## src/rtl/lsm_pkg.sv

```systemverilog
package lsm_pkg;
  typedef enum logic [1:0] {ST_IDLE, ST_REQ, ST_WAIT} lsm_state_e;
  localparam int unsigned WORD_BYTES = 4;
endpackage

```

## src/rtl/lsm_cursor.sv

```systemverilog
module lsm_cursor import lsm_pkg::*; #(
  parameter int unsigned ADDR_W   = 32,
  parameter int unsigned NUM_REGS = 16,
  localparam int unsigned IDX_W   = $clog2(NUM_REGS)
) (
  input  logic              clk_i,
  input  logic              rst_ni,
  input  logic              load_i,
  input  logic [IDX_W-1:0]  ld_idx_i,
  input  logic [ADDR_W-1:0] ld_addr_i,
  input  logic              ld_store_i,
  input  logic              adv_i,
  output logic [IDX_W-1:0]  idx_o,
  output logic [ADDR_W-1:0] addr_o,
  output logic              store_o,
  output logic              last_o
);
  localparam logic [ADDR_W-1:0] ALIGN_MASK = ~ADDR_W'(WORD_BYTES - 1);
  localparam logic [IDX_W-1:0]  LAST_IDX   = IDX_W'(NUM_REGS - 1);

  logic [IDX_W-1:0]  idx_q;
  logic [ADDR_W-1:0] addr_q;
  logic              store_q;

  always_ff @(posedge clk_i or negedge rst_ni) begin
    if (!rst_ni) begin
      idx_q   <= '0;
      addr_q  <= '0;
      store_q <= 1'b0;
    end else if (load_i) begin
      idx_q   <= ld_idx_i;
      addr_q  <= ld_addr_i & ALIGN_MASK;  // silent word alignment
      store_q <= ld_store_i;
    end else if (adv_i) begin
      idx_q   <= idx_q + 1'b1;
      addr_q  <= addr_q + ADDR_W'(WORD_BYTES);
    end
  end

  assign idx_o   = idx_q;
  assign addr_o  = addr_q;
  assign store_o = store_q;
  assign last_o  = (idx_q == LAST_IDX);
endmodule

```

## src/rtl/lsm_fault_rec.sv

```systemverilog
module lsm_fault_rec #(
  parameter int unsigned ADDR_W = 32,
  parameter int unsigned IDX_W  = 4
) (
  input  logic              clk_i,
  input  logic              rst_ni,
  input  logic              capture_i,
  input  logic [IDX_W-1:0]  idx_i,
  input  logic [ADDR_W-1:0] addr_i,
  input  logic              store_i,
  output logic [IDX_W-1:0]  idx_o,
  output logic [ADDR_W-1:0] addr_o,
  output logic              store_o
);
  always_ff @(posedge clk_i or negedge rst_ni) begin
    if (!rst_ni) begin
      idx_o   <= '0;
      addr_o  <= '0;
      store_o <= 1'b0;
    end else if (capture_i) begin
      idx_o   <= idx_i;
      addr_o  <= addr_i;
      store_o <= store_i;
    end
  end
endmodule

```

## src/rtl/lsm_ctrl.sv

```systemverilog
module lsm_ctrl import lsm_pkg::*; (
  input  logic clk_i,
  input  logic rst_ni,
  input  logic start_i,
  input  logic restart_i,
  input  logic rsp_valid_i,
  input  logic rsp_fault_i,
  input  logic last_i,
  output logic busy_o,
  output logic req_o,
  output logic load_o,
  output logic from_rec_o,
  output logic adv_o,
  output logic commit_o,
  output logic capture_o,
  output logic done_o,
  output logic fault_o
);
  lsm_state_e state_q, state_d;

  always_comb begin
    state_d    = state_q;
    load_o     = 1'b0;
    from_rec_o = 1'b0;
    adv_o      = 1'b0;
    commit_o   = 1'b0;
    capture_o  = 1'b0;
    unique case (state_q)
      ST_IDLE: begin
        if (start_i) begin
          load_o  = 1'b1;
          state_d = ST_REQ;
        end else if (restart_i) begin
          load_o     = 1'b1;
          from_rec_o = 1'b1;
          state_d    = ST_REQ;
        end
      end
      ST_REQ: state_d = ST_WAIT;
      ST_WAIT: begin
        if (rsp_valid_i) begin
          if (rsp_fault_i) begin
            capture_o = 1'b1;
            state_d   = ST_IDLE;
          end else begin
            commit_o = 1'b1;
            if (last_i) state_d = ST_IDLE;
            else begin
              adv_o   = 1'b1;
              state_d = ST_REQ;
            end
          end
        end
      end
      default: state_d = ST_IDLE;
    endcase
  end

  always_ff @(posedge clk_i or negedge rst_ni) begin
    if (!rst_ni) begin
      state_q <= ST_IDLE;
      done_o  <= 1'b0;
      fault_o <= 1'b0;
    end else begin
      state_q <= state_d;
      done_o  <= commit_o & last_i;
      fault_o <= capture_o;
    end
  end

  assign busy_o = (state_q != ST_IDLE);
  assign req_o  = (state_q == ST_REQ);

  assert_done_pulse_R5: assert property (@(posedge clk_i) disable iff (!rst_ni)
    done_o |=> !done_o);
  assert_req_busy_R5: assert property (@(posedge clk_i) disable iff (!rst_ni)
    req_o |-> busy_o);
  assert_fault_idle_R6: assert property (@(posedge clk_i) disable iff (!rst_ni)
    fault_o |-> (!busy_o && !done_o));
  // Input protocol: a response only while a request is outstanding.
  assert_rsp_in_wait_R2: assert property (@(posedge clk_i) disable iff (!rst_ni)
    rsp_valid_i |-> (state_q == ST_WAIT));
endmodule

```

## src/rtl/lsm_seq.sv

```systemverilog
module lsm_seq import lsm_pkg::*; #(
  parameter int unsigned ADDR_W   = 32,
  parameter int unsigned DATA_W   = 32,
  parameter int unsigned NUM_REGS = 16,
  localparam int unsigned IDX_W   = $clog2(NUM_REGS)
) (
  input  logic              clk_i,
  input  logic              rst_ni,
  input  logic              start_i,
  input  logic              restart_i,
  input  logic              store_i,
  input  logic [IDX_W-1:0]  start_reg_i,
  input  logic [ADDR_W-1:0] base_addr_i,
  output logic              busy_o,
  output logic              done_o,
  output logic              fault_o,
  output logic [ADDR_W-1:0] flt_addr_o,
  output logic [IDX_W-1:0]  flt_reg_o,
  output logic              flt_store_o,
  output logic              mem_req_o,
  output logic              mem_we_o,
  output logic [ADDR_W-1:0] mem_addr_o,
  output logic [DATA_W-1:0] mem_wdata_o,
  input  logic              mem_rsp_valid_i,
  input  logic              mem_rsp_fault_i,
  input  logic [DATA_W-1:0] mem_rsp_rdata_i,
  output logic [IDX_W-1:0]  rf_raddr_o,
  input  logic [DATA_W-1:0] rf_rdata_i,
  output logic              rf_we_o,
  output logic [IDX_W-1:0]  rf_waddr_o,
  output logic [DATA_W-1:0] rf_wdata_o
);
  logic              load, from_rec, adv, commit, capture, last;
  logic [IDX_W-1:0]  cur_idx, ld_idx;
  logic [ADDR_W-1:0] cur_addr, ld_addr;
  logic              cur_store, ld_store;

  lsm_ctrl u_ctrl (
    .clk_i       (clk_i),
    .rst_ni      (rst_ni),
    .start_i     (start_i),
    .restart_i   (restart_i),
    .rsp_valid_i (mem_rsp_valid_i),
    .rsp_fault_i (mem_rsp_fault_i),
    .last_i      (last),
    .busy_o      (busy_o),
    .req_o       (mem_req_o),
    .load_o      (load),
    .from_rec_o  (from_rec),
    .adv_o       (adv),
    .commit_o    (commit),
    .capture_o   (capture),
    .done_o      (done_o),
    .fault_o     (fault_o)
  );

  // Resume point comes from the fault record, otherwise from the ports.
  assign ld_idx   = from_rec ? flt_reg_o   : start_reg_i;
  assign ld_addr  = from_rec ? flt_addr_o  : base_addr_i;
  assign ld_store = from_rec ? flt_store_o : store_i;

  lsm_cursor #(.ADDR_W(ADDR_W), .NUM_REGS(NUM_REGS)) u_cursor (
    .clk_i      (clk_i),
    .rst_ni     (rst_ni),
    .load_i     (load),
    .ld_idx_i   (ld_idx),
    .ld_addr_i  (ld_addr),
    .ld_store_i (ld_store),
    .adv_i      (adv),
    .idx_o      (cur_idx),
    .addr_o     (cur_addr),
    .store_o    (cur_store),
    .last_o     (last)
  );

  lsm_fault_rec #(.ADDR_W(ADDR_W), .IDX_W(IDX_W)) u_frec (
    .clk_i     (clk_i),
    .rst_ni    (rst_ni),
    .capture_i (capture),
    .idx_i     (cur_idx),
    .addr_i    (cur_addr),
    .store_i   (cur_store),
    .idx_o     (flt_reg_o),
    .addr_o    (flt_addr_o),
    .store_o   (flt_store_o)
  );

  assign mem_we_o    = cur_store;
  assign mem_addr_o  = cur_addr;
  assign mem_wdata_o = rf_rdata_i;
  assign rf_raddr_o  = cur_idx;
  assign rf_waddr_o  = cur_idx;
  assign rf_wdata_o  = mem_rsp_rdata_i;
  assign rf_we_o     = commit & ~cur_store;

  assert_addr_aligned_R2: assert property (@(posedge clk_i) disable iff (!rst_ni)
    mem_req_o |-> (mem_addr_o[1:0] == 2'b00));
  assert_no_write_on_fault_R7: assert property (@(posedge clk_i) disable iff (!rst_ni)
    (mem_rsp_valid_i && mem_rsp_fault_i) |-> !rf_we_o);
  assert_record_hold_R6: assert property (@(posedge clk_i) disable iff (!rst_ni)
    !fault_o |-> ($stable(flt_reg_o) && $stable(flt_addr_o) && $stable(flt_store_o)));
  assert_idle_quiet_R1: assert property (@(posedge clk_i) disable iff (!rst_ni)
    !busy_o |-> (!mem_req_o && !rf_we_o));
endmodule

```

## config.mk

```make
export PLATFORM = sky130hd
export DESIGN_NAME = lsm_seq
export DESIGN_NICKNAME = d
export VERILOG_FILES = /design/src/rtl/lsm_pkg.sv /design/src/rtl/lsm_cursor.sv /design/src/rtl/lsm_fault_rec.sv /design/src/rtl/lsm_ctrl.sv /design/src/rtl/lsm_seq.sv
export SDC_FILE = /design/constraint.sdc
export NUM_CORES = 1
export LEC_CHECK = 0
export ABC_AREA = 1
export CAP_MARGIN = 20
export CORE_MARGIN = 2
export CORE_UTILIZATION = 35
export CTS_CLUSTER_SIZE = 24
export DETAILED_ROUTE_END_ITERATION = 8
export GPL_ROUTABILITY_DRIVEN = 1
export GPL_TIMING_DRIVEN = 0
export PLACE_DENSITY = 0.81
export SETUP_SLACK_MARGIN = 0.02
export SLEW_MARGIN = 20
export SYNTH_ARGS = -nofsm -noshare
export SYNTH_HDL_FRONTEND = slang
export SYNTH_SLANG_ARGS = --single-unit
```

## constraint.sdc

```tcl
create_clock -name clk_i -period 1.6 [get_ports clk_i]
set_input_delay 0.32 -clock clk_i [delete_from_list [all_inputs] [get_ports clk_i]]
set_output_delay 0.32 -clock clk_i [all_outputs]
set_load 0.03 [all_outputs]
```

# == Word-level counts from Yosys, hierarchy flattened ==
# Index checks and enable logic that the tools add are counted.
# classes
n_bitwise,3
muxes,28
reduce_logical,4
add_sub_neg,2
n_eq_ne,5
# op_table
op,count
$mux 32,3
$add 32x3->32 const B,1
$mux 1,17
$mux 4,3
$mux 2,4
$pmux 2 s3,1
$add 4x1->4 const B,1
$eq 4x4->1 const B,1
$reduce_bool 2->1,2
$ne 3x3->1 const B,1
$and 1x1->1,2
$eq 2x1->1 const B,1
$eq 2x2->1 const B,1
$logic_not 2->1,1
$ne 2x2->1 const B,1
$reduce_and 2->1,1
$not 1->1,1
# word_totals
out_inout_bits,147
wordCells,51
register_bits,78

# == Longest topological paths before layout ==
# Gate-level depths: netlist (run 1).
# logic_depth
ltp_word,7
depth_mapped,9
depth_no_buf,9

# == By module ==
# A second synthesis (run 1) with hierarchy kept.
# unflattened
cells_unflattened,710
hier_area_um2,4982.3
# by_module_without_submodules
module,area_each_um2,cells_per_inst,n_inst
lsm_cursor,2353.5,336,1
lsm_fault_rec,1413.9,156,1
lsm_seq,1006.0,189,1
lsm_ctrl,209.0,29,1

# == Worst setup path before layout (run 1) ==
# Ideal clock, no wire load.
# synth_timing
path_kind,reg-to-reg
startpoint,"register u_cursor.addr_q[3], in the netlist u_cursor.addr_o[3]"
endpoint,"register u_cursor.addr_q[14], in the netlist u_cursor.addr_o[14]"
period_less_slack_ns,1.668
stages_incl_launch_ff,9
slack_ns,-0.068
t_arrival_ns,1.549
required_time_ns,1.480
cell_sequence,dfrtp_1 -> ha_1 -> nand2_1 -> nor2_2 -> nand2_1 -> nor2_1 -> nand3_1 -> o21ai_0 -> nor2_1
# synth_via
elab_chain_cells,3
# synth_lines
element,line_no,rtl
"start, declared",lsm_cursor.sv:22,logic [ADDR_W-1:0] addr_q;
"start signal, assigned",lsm_cursor.sv:32,addr_q <= ld_addr_i & ALIGN_MASK;
"start signal, assigned",lsm_cursor.sv:36,addr_q <= addr_q + ADDR_W'(WORD_BYTES);
$add 32x3->32,lsm_cursor.sv:36,
$mux 32,lsm_cursor.sv:34,end else if (adv_i) begin
$mux 32,lsm_cursor.sv:30,end else if (load_i) begin
# Every way passes these cells. The select of a mux whose other input is x is not followed.
# A chain may end at the register's enable or synchronous reset.

# == Final worst setup path (run 1) ==
# layout_timing
startpoint,register u_ctrl.state_q[0]
endpoint,output port rf_we_o
# layout_via
elab_chain_cells,3
# layout_lines
element,line_no,rtl
"start, declared",lsm_ctrl.sv:19,"lsm_state_e state_q, state_d;"
"start signal, assigned",lsm_ctrl.sv:65,state_q <= state_d;
$eq 2x2->1,lsm_ctrl.sv:28,unique case (state_q)
$mux 1,lsm_ctrl.sv:28,
$and 1x1->1,lsm_seq.sv:94,assign rf_we_o = commit & ~cur_store;
"end, declared",lsm_seq.sv:29,"output logic rf_we_o,"
# Every way passes these cells.

==> results_dict.tcl, run 1 <==
set metrics [dict create \
    p_sw_mw 8.18 \
    fmax_mhz 585 \
    slew_headroom_pct 56.5 \
    power.density_nw_per_um2 2050 \
    sw_frac_of_total_pct 49.8 \
    core_um2 13900 \
    rsz0062_at_grt "yes" \
    clk_latency_ns 0.34 \
    netlist_instances 666 \
    hold_viol 0 \
    start_util_pct 35.9 \
    die_y_um 123 \
    num_rows 43 \
    clock_path_buffers 2 \
    wl_met1_um 6970 \
    setup-violations-final 30 \
    synth_fa_ha_area_share_pct 0.503 \
    cts_tree "done" \
    nets 1013 \
    required_ns 1.28 \
    violations "setup timing" \
    holdPathStages 2 \
    detail_route.iter0.violations 472 \
    wl_met2_um 9560 \
    grt_pass1_vias 5243 \
    cts_inserted_buffers 9 \
    p_clk_share_pct 14.2 \
    num_antenna_cells 0 \
    r2r_slack_ns -0.08 \
    synth_flop_cell "dfrtp_1" \
    synth_cell_types 38 \
    die_w_um 123 \
    r2r_start "u_ctrl.state_q[0]$_DFFE_PN0P_" \
    finalClockSkew_ns 0.00793 \
    dp_cells 1032 \
    crit_fanout 4 \
    critPathArrivalTime_ns 1.39 \
    r2r-end "u_cursor.addr_o[24]$_DFFE_PN0P_" \
    track_usage_pct 24.3 \
    syn_to_final_growth_pct 61.4 \
    synth_seq_cells 74 \
    ant_nets 0 \
    synth_top_family_by_area "simple AND/OR/NAND/NOR gates" \
    power.internal_mw 8.25 \
    firstDrtPassIters 8 \
    synth-xor-area-share_pct 0.352 \
    path_clk_slew_ns 0.06 \
    tns_ns -1.22 \
    tightest_slew_ns 0.652 \
    fin_area_um2 8040 \
    cts_sinks 74 \
    slew_violations 0 \
    ios 254 \
    post_drt_wl_per_cell_um 17.6 \
    routed.top_layer "met4" \
    seq_area_frac_synth_pct 37.2 \
    antenna_found_initial 0 \
    hold_path.class "primary input to flip-flop" \
    pwr-share-seq_pct 23.2 \
    synth_compound_area_share_pct 14.0 \
    path_cells "inv_2 > nand2_4 > nor3_4 > inv_2 > nor2_2 > buf_6" \
    cp-end-kind "output port" \
    fill_cells 1216 \
    synth_edf_count 0 \
    cpMostUsedCell "inv_2" \
    crit_type "flip-flop to output port" \
    hold_end "u_ctrl.state_q[1]$_DFFE_PN0P_" \
    syn_area_um2 4980 \
    rr_worst_depth 10 \
    via_per_inst 5.15 \
    ir_drop_uv 793 \
    placed_cell_area_um2 7070 \
    die_area_um2 15200 \
    io_buffers 182 \
    synth_mux_area_share_pct 1.41 \
    globalplace.congestion 0.920 \
    period_needed_ns 1.71 \
    synthSimpleGateAreaFrac_pct 26.4 \
    regArea_um2 1860 \
    drive_above_1_share_pct 26.3 \
    cts_max_level 3 \
    crit_path_top_delay_cell "dfrtp_1" \
    hpwl_um 12500 \
    period_share_pct 107 \
    fin_cells 1089 \
    cp_top_family "flip-flops" \
    combPwrFrac_pct 62.6 \
    drv_cap 0 \
    yosys_warnings 0 \
    grt_pass1_wl_um 28100 \
    multi_input_area_um2 2340 \
    hold_path.startpoint "mem_rsp_valid_i" \
    outcome "finished with violations" \
    dr_total_vias 5612 \
    routed_wl_um 19100 \
    drcViolationCount 0 \
    critPathBufInv 3 \
    grt_max_degree 55 \
    synth.avg_cell_area_um2 7.48 \
    route.met3.wl_um 2040 \
    root_buffer "clkbuf_16" \
    max_stage_delay_ns 0.40 \
    grt_overflow 0 \
    cp-start-kind "flip-flop" \
    p_leak_nw 3.96 \
    async_flop_share_pct 100 \
    fin_ws_ns -0.108 \
]
## cells in the mapped netlist (3+ instances only)
cell / number / share of area, %
o22ai_1: 15 / 1.9
buf_6: 13 / 2.9
o21ai_2: 15 / 2.6
o21ai_1: 22 / 2.2
nand3_1: 46 / 4.6
mux2i_1: 7 / 1.4
nor2_2: 6 / 0.75
nor2_1: 70 / 5.3
a21oi_1: 21 / 2.1
inv_1: 66 / 5.0
nor3_1: 5 / 0.50
o211ai_1: 9 / 1.4
dfrtp_1: 74 / 37
nand2_1: 157 / 12
o21ai_0: 29 / 2.9
buf_2: 5 / 0.50
buf_4: 74 / 11
inv_4: 3 / 0.38
nand2_4: 4 / 0.90
## power groups by stage
stage / clock network (mW) / logic [mW] / registers, mW
final: 2.33 / 10.3 / 3.82
after global routing: 2.41 / 11.0 / 3.94
after CTS: 2.31 / 9.80 / 3.76
after detailed placement: 0 / 8.84 / 3.80
after global placement: 0 / 8.72 / 3.78
after floorplan: 0 / 3.99 / 5.20
## per-stage QoR
step / setup slack (ns) / power [mW] / hold slack [ns] / util [%]
after global routing: -0.155 / 17.3 / 0.292 / 57.9
after detailed placement: -0.778 / 12.6 / 0.237 / 50.9
after floorplan: 0.0314 / 9.19 / 0.0244 / -
after global placement: -2.74 / 12.5 / 0.482 / 50.7
final: -0.108 / 16.4 / 0.271 / 57.9
after CTS: -0.204 / 15.9 / 0.428 / 56.9
## kinds of logic (layout without fill, tap and decap cells)
family	Yosys count	count (layout)
AOI/OAI and AO/OA	117	117
DFF	74	74
other	1	4
and+or+nand+nor	300	301
adders and majority gates	2	2
xor gates and xnor gates	2	2
muxes	7	7
buffers and inverters	163	402
## cell usage in the layout, fill, tap and decap left out, drive strengths merged, types with 9 or more instances in the layout
| master | synthesis | routed |
|---|---|---|
| clkdlybuf4s50 | 0 | 100 |
| o21ai | 66 | 66 |
| buf | 92 | 133 |
| dlygate4sd2 | 0 | 68 |
| o22ai | 15 | 15 |
| nand2 | 163 | 163 |
| dfrtp | 74 | 74 |
| nor2 | 78 | 79 |
| clkbuf | 2 | 21 |
| a21oi | 21 | 21 |
| o211ai | 9 | 9 |
| inv | 69 | 69 |
| nand3 | 47 | 47 |
## state kept, by name, summed over array words and instances (netlist names)
signal,count
u_ctrl.done_o,1
u_ctrl.fault_o,1
u_ctrl.state_q,2
u_cursor.addr_o,30
u_cursor.idx_o,4
u_cursor.store_o,1
u_frec.addr_o,30
u_frec.idx_o,4
u_frec.store_o,1
## routing by layer
metal | vias to the layer above | GRT usage [%]
met3 | 57 | 4.43
li1 | 2554 | -
met2 | 383 | 41.3
met5 | - | 0
met1 | 2618 | 30.5
met4 | 0 | 9.52
## cell type report
class                           count  share of cell area (%)
Sequential cell                    74                    23.1
Clock buffer                       12                    3.32
Tap cell                          180                    2.80
Buffer                             94                    9.90
Timing Repair Buffer              223                    27.4
Clock inverter                      4                   0.903
Inverter                           69                    3.44
Multi-Input combinational cell    433                    29.1
## what timing repair did
action	in CTS	in global routing
pin swaps	15	20
endpoints found under the hold margin	20	0
hold buffers	1	0
gates resized for setup	160	58
buffers inserted	28	9
endpoints found under the setup margin	144	46
cloned	6	1
## worst max-delay path by stage
stage               cells after the start                              end                           from
floorplan                               8  u_cursor.addr_o[17]$_DFFE_PN0P_  u_cursor.idx_o[0]$_DFFE_PN0P_
global placement                        1    u_cursor.idx_o[1]$_DFFE_PN0P_                         rst_ni
detailed placement                      6                          rf_we_o                mem_rsp_valid_i
CTS                                     6                          rf_we_o  u_ctrl.state_q[0]$_DFFE_PN0P_
global route                            6                          rf_we_o  u_ctrl.state_q[0]$_DFFE_PN0P_
finish                                  6                          rf_we_o  u_ctrl.state_q[0]$_DFFE_PN0P_
## worst reg2reg max path: stages (launching register included)
cell and delay [ns]:
dfrtp_1 0.40, buf_6 0.13, nor2_4 0.20, nand2_4 0.11, nand2_8 0.12, inv_8 0.06
nand2_8 0.14, buf_12 0.13, buf_12 0.12, nor2_1 0.05, a21oi_1 0.15
Power figures use the tool's default switching activity.
==> run 2, diff against run 1 <==
CELL_PAD_IN_SITES_DETAIL_PLACEMENT = 0   (was default)
CELL_PAD_IN_SITES_GLOBAL_PLACEMENT = 1   (was default)
CORE_UTILIZATION = 28   (was 35)
PLACE_DENSITY = 0.91   (was 0.81)
==> run 2 against run 1 <==
Net effect: the flow still finishes with violations (setup timing); via count shrank 4.0%; global-route usage shrank 6.2 points; register-to-register slack is essentially flat; highest routed layer unchanged; critical path depth is the same; power shrank 2.9%; largest cell class unchanged; critical path type unchanged.
==> results_dict.tcl, run 2 (synthesized netlist as in run 1, its figures left out) <==
set metrics [dict create \
    firstDrtPassIters 5 \
    via_per_inst 4.76 \
    globalplace.congestion 0.897 \
    r2r-end "u_cursor.addr_o[31]$_DFFE_PN0P_" \
    slew_headroom_pct 53.0 \
    p_total_mw 16.0 \
    post_drt_wl_per_cell_um 16.6 \
    ir_drop_uv 760 \
    start_util_pct 28.7 \
    power.density_nw_per_um2 1950 \
    holdPathStages 2 \
    root_buffer "clkbuf_16" \
    outcome "finished with violations" \
    holdWs_ns 0.384 \
    drcViolationCount 0 \
    die_y_um 137 \
    dr_total_vias 5387 \
    crit_fanout 4 \
    path_clk_slew_ns 0.06 \
    fin_area_um2 8180 \
    period_needed_ns 1.73 \
    num_rows 48 \
    cts_tree "done" \
    hold_path.startpoint "mem_rsp_valid_i" \
    dpl_worst_slack_ns -0.788 \
    grt_overflow 0 \
    fin_ws_ns -0.132 \
    hpwl_um 13100 \
    core_um2 17400 \
    final_common_cell "nand2_1" \
    track_usage_pct 18.1 \
    nets 1011 \
    cp-end-kind "output port" \
    detail_route.iter0.violations 475 \
    antenna_found_initial 0 \
    critPathArrivalTime_ns 1.41 \
    tightest_slew_ns 0.705 \
    slew_violations 0 \
    clk_latency_ns 0.34 \
    hold_end "u_ctrl.state_q[1]$_DFFE_PN0P_" \
    fmax_mhz 577 \
    tns_ns -0.295 \
    finalClockSkew_ns 0.00586 \
    cts_sinks 74 \
    grt_pass1_wl_um 26000 \
    largest_registers "u_cursor.addr_o x30, u_frec.addr_o x30" \
    rr_worst_depth 10 \
    setup-violations-final 13 \
    ant_nets 0 \
    fill_cells 1702 \
    die_area_um2 18900 \
    routed_wl_um 18800 \
    clock_path_buffers 2 \
    period_share_pct 108 \
    cp-start-kind "flip-flop" \
    required_ns 1.28 \
    syn_to_final_growth_pct 64.4 \
    grt_max_degree 46 \
    num_antenna_cells 0 \
    drive_above_1_share_pct 29.1 \
    hold_path.class "primary input to flip-flop" \
    io_buffers 182 \
    drv_cap 0 \
    die_w_um 137 \
    r2r_start "u_ctrl.state_q[0]$_DFFE_PN0P_" \
    cts_inserted_buffers 9 \
    placed_cell_area_um2 7120 \
    r2r_slack_ns -0.07 \
    violations "setup timing" \
    final_cell_mix "nand2_1 (148), clkdlybuf4s50_1 (100), buf_4 (99)" \
    crit_type "flip-flop to output port" \
    hold_viol 0 \
    rsz0062_at_grt "yes" \
    grt_pass1_vias 4747 \
    cts_max_level 3 \
    ios 254 \
    p_leak_nw 3.98 \
]
## run 2: cell types whose count changed in the layout (fill, tap and decap cells not counted), sizes merged
cell / before / now
clkinv: 1 / 3
dlygate4sd2: 68 / 67
buf: 133 / 127
bufinv: 2 / 1
nand2: 163 / 164
clkbuf: 21 / 24
## run 2: how the worst max path moves through the flow
stage | end | depth (start not counted) | start | slack [ns]
after floorplan | u_cursor.addr_o[17]$_DFFE_PN0P_ | 8 | u_cursor.idx_o[0]$_DFFE_PN0P_ | 0.03
after global placement | u_cursor.idx_o[0]$_DFFE_PN0P_ | 1 | rst_ni | -2.89
after detailed placement | rf_we_o | 6 | mem_rsp_valid_i | -0.79
after CTS | rf_we_o | 6 | u_ctrl.state_q[0]$_DFFE_PN0P_ | -0.19
after global routing | rf_we_o | 6 | u_ctrl.state_q[0]$_DFFE_PN0P_ | -0.18
final | rf_we_o | 6 | u_ctrl.state_q[0]$_DFFE_PN0P_ | -0.13
## run 2: routing by layer
metal / routed length, um / global-route usage [%] / vias up
li1: - / - / 2555
met1: 7880 / 23.6 / 2563
met2: 9040 / 30.1 / 236
met3: 1390 / 3.83 / 33
met4: 449 / 5.44 / 0
met5: 0 / 0 / -
## run 2: timing repair
item                                   in CTS  in global routing
setup endpoints to repair                 146                 43
buffers inserted                           12                 17
resized for setup                         124                121
hold buffers                                1                  0
endpoints found under the hold margin      29                  0
pin swaps                                   3                 39
gates cloned                                0                  9
## run 2: stage by stage
step	instances	utilization (%)
final	1132	47.2
after CTS	1106	43.3
after global routing	1132	47.2
after global placement	1076	40.9
after detailed placement	1077	41.0
after floorplan	669	-
## run 2: final cells by class
class                   count  area, um2  area share, %
plain buffers              94        810           9.89
clock buffers              11        253           3.09
inverters                  69        272           3.32
well taps                 225        282           3.44
clock inverters             5       52.6          0.642
flip-flops and latches     74       1870           22.8
repair buffers            220       2190           26.8
multi-input cells         434       2460           30.0
## run 2: where the power goes
part / leakage, nW / total, mW / internal, mW / switching [mW]
clock: 0.151 / 2.11 / 1.29 / 0.821
combinational: 2.97 / 9.99 / 3.87 / 6.12
sequential: 0.862 / 3.86 / 2.78 / 1.08
total: 3.98 / 16.0 / 7.94 / 8.02
## run 2: critical path: stages (launching register included)
cell and delay [ns]:
dfrtp_1 0.38, inv_2 0.09, nand2_4 0.08, nor3_4 0.21, inv_2 0.06, nor2_2 0.12, buf_6 0.14
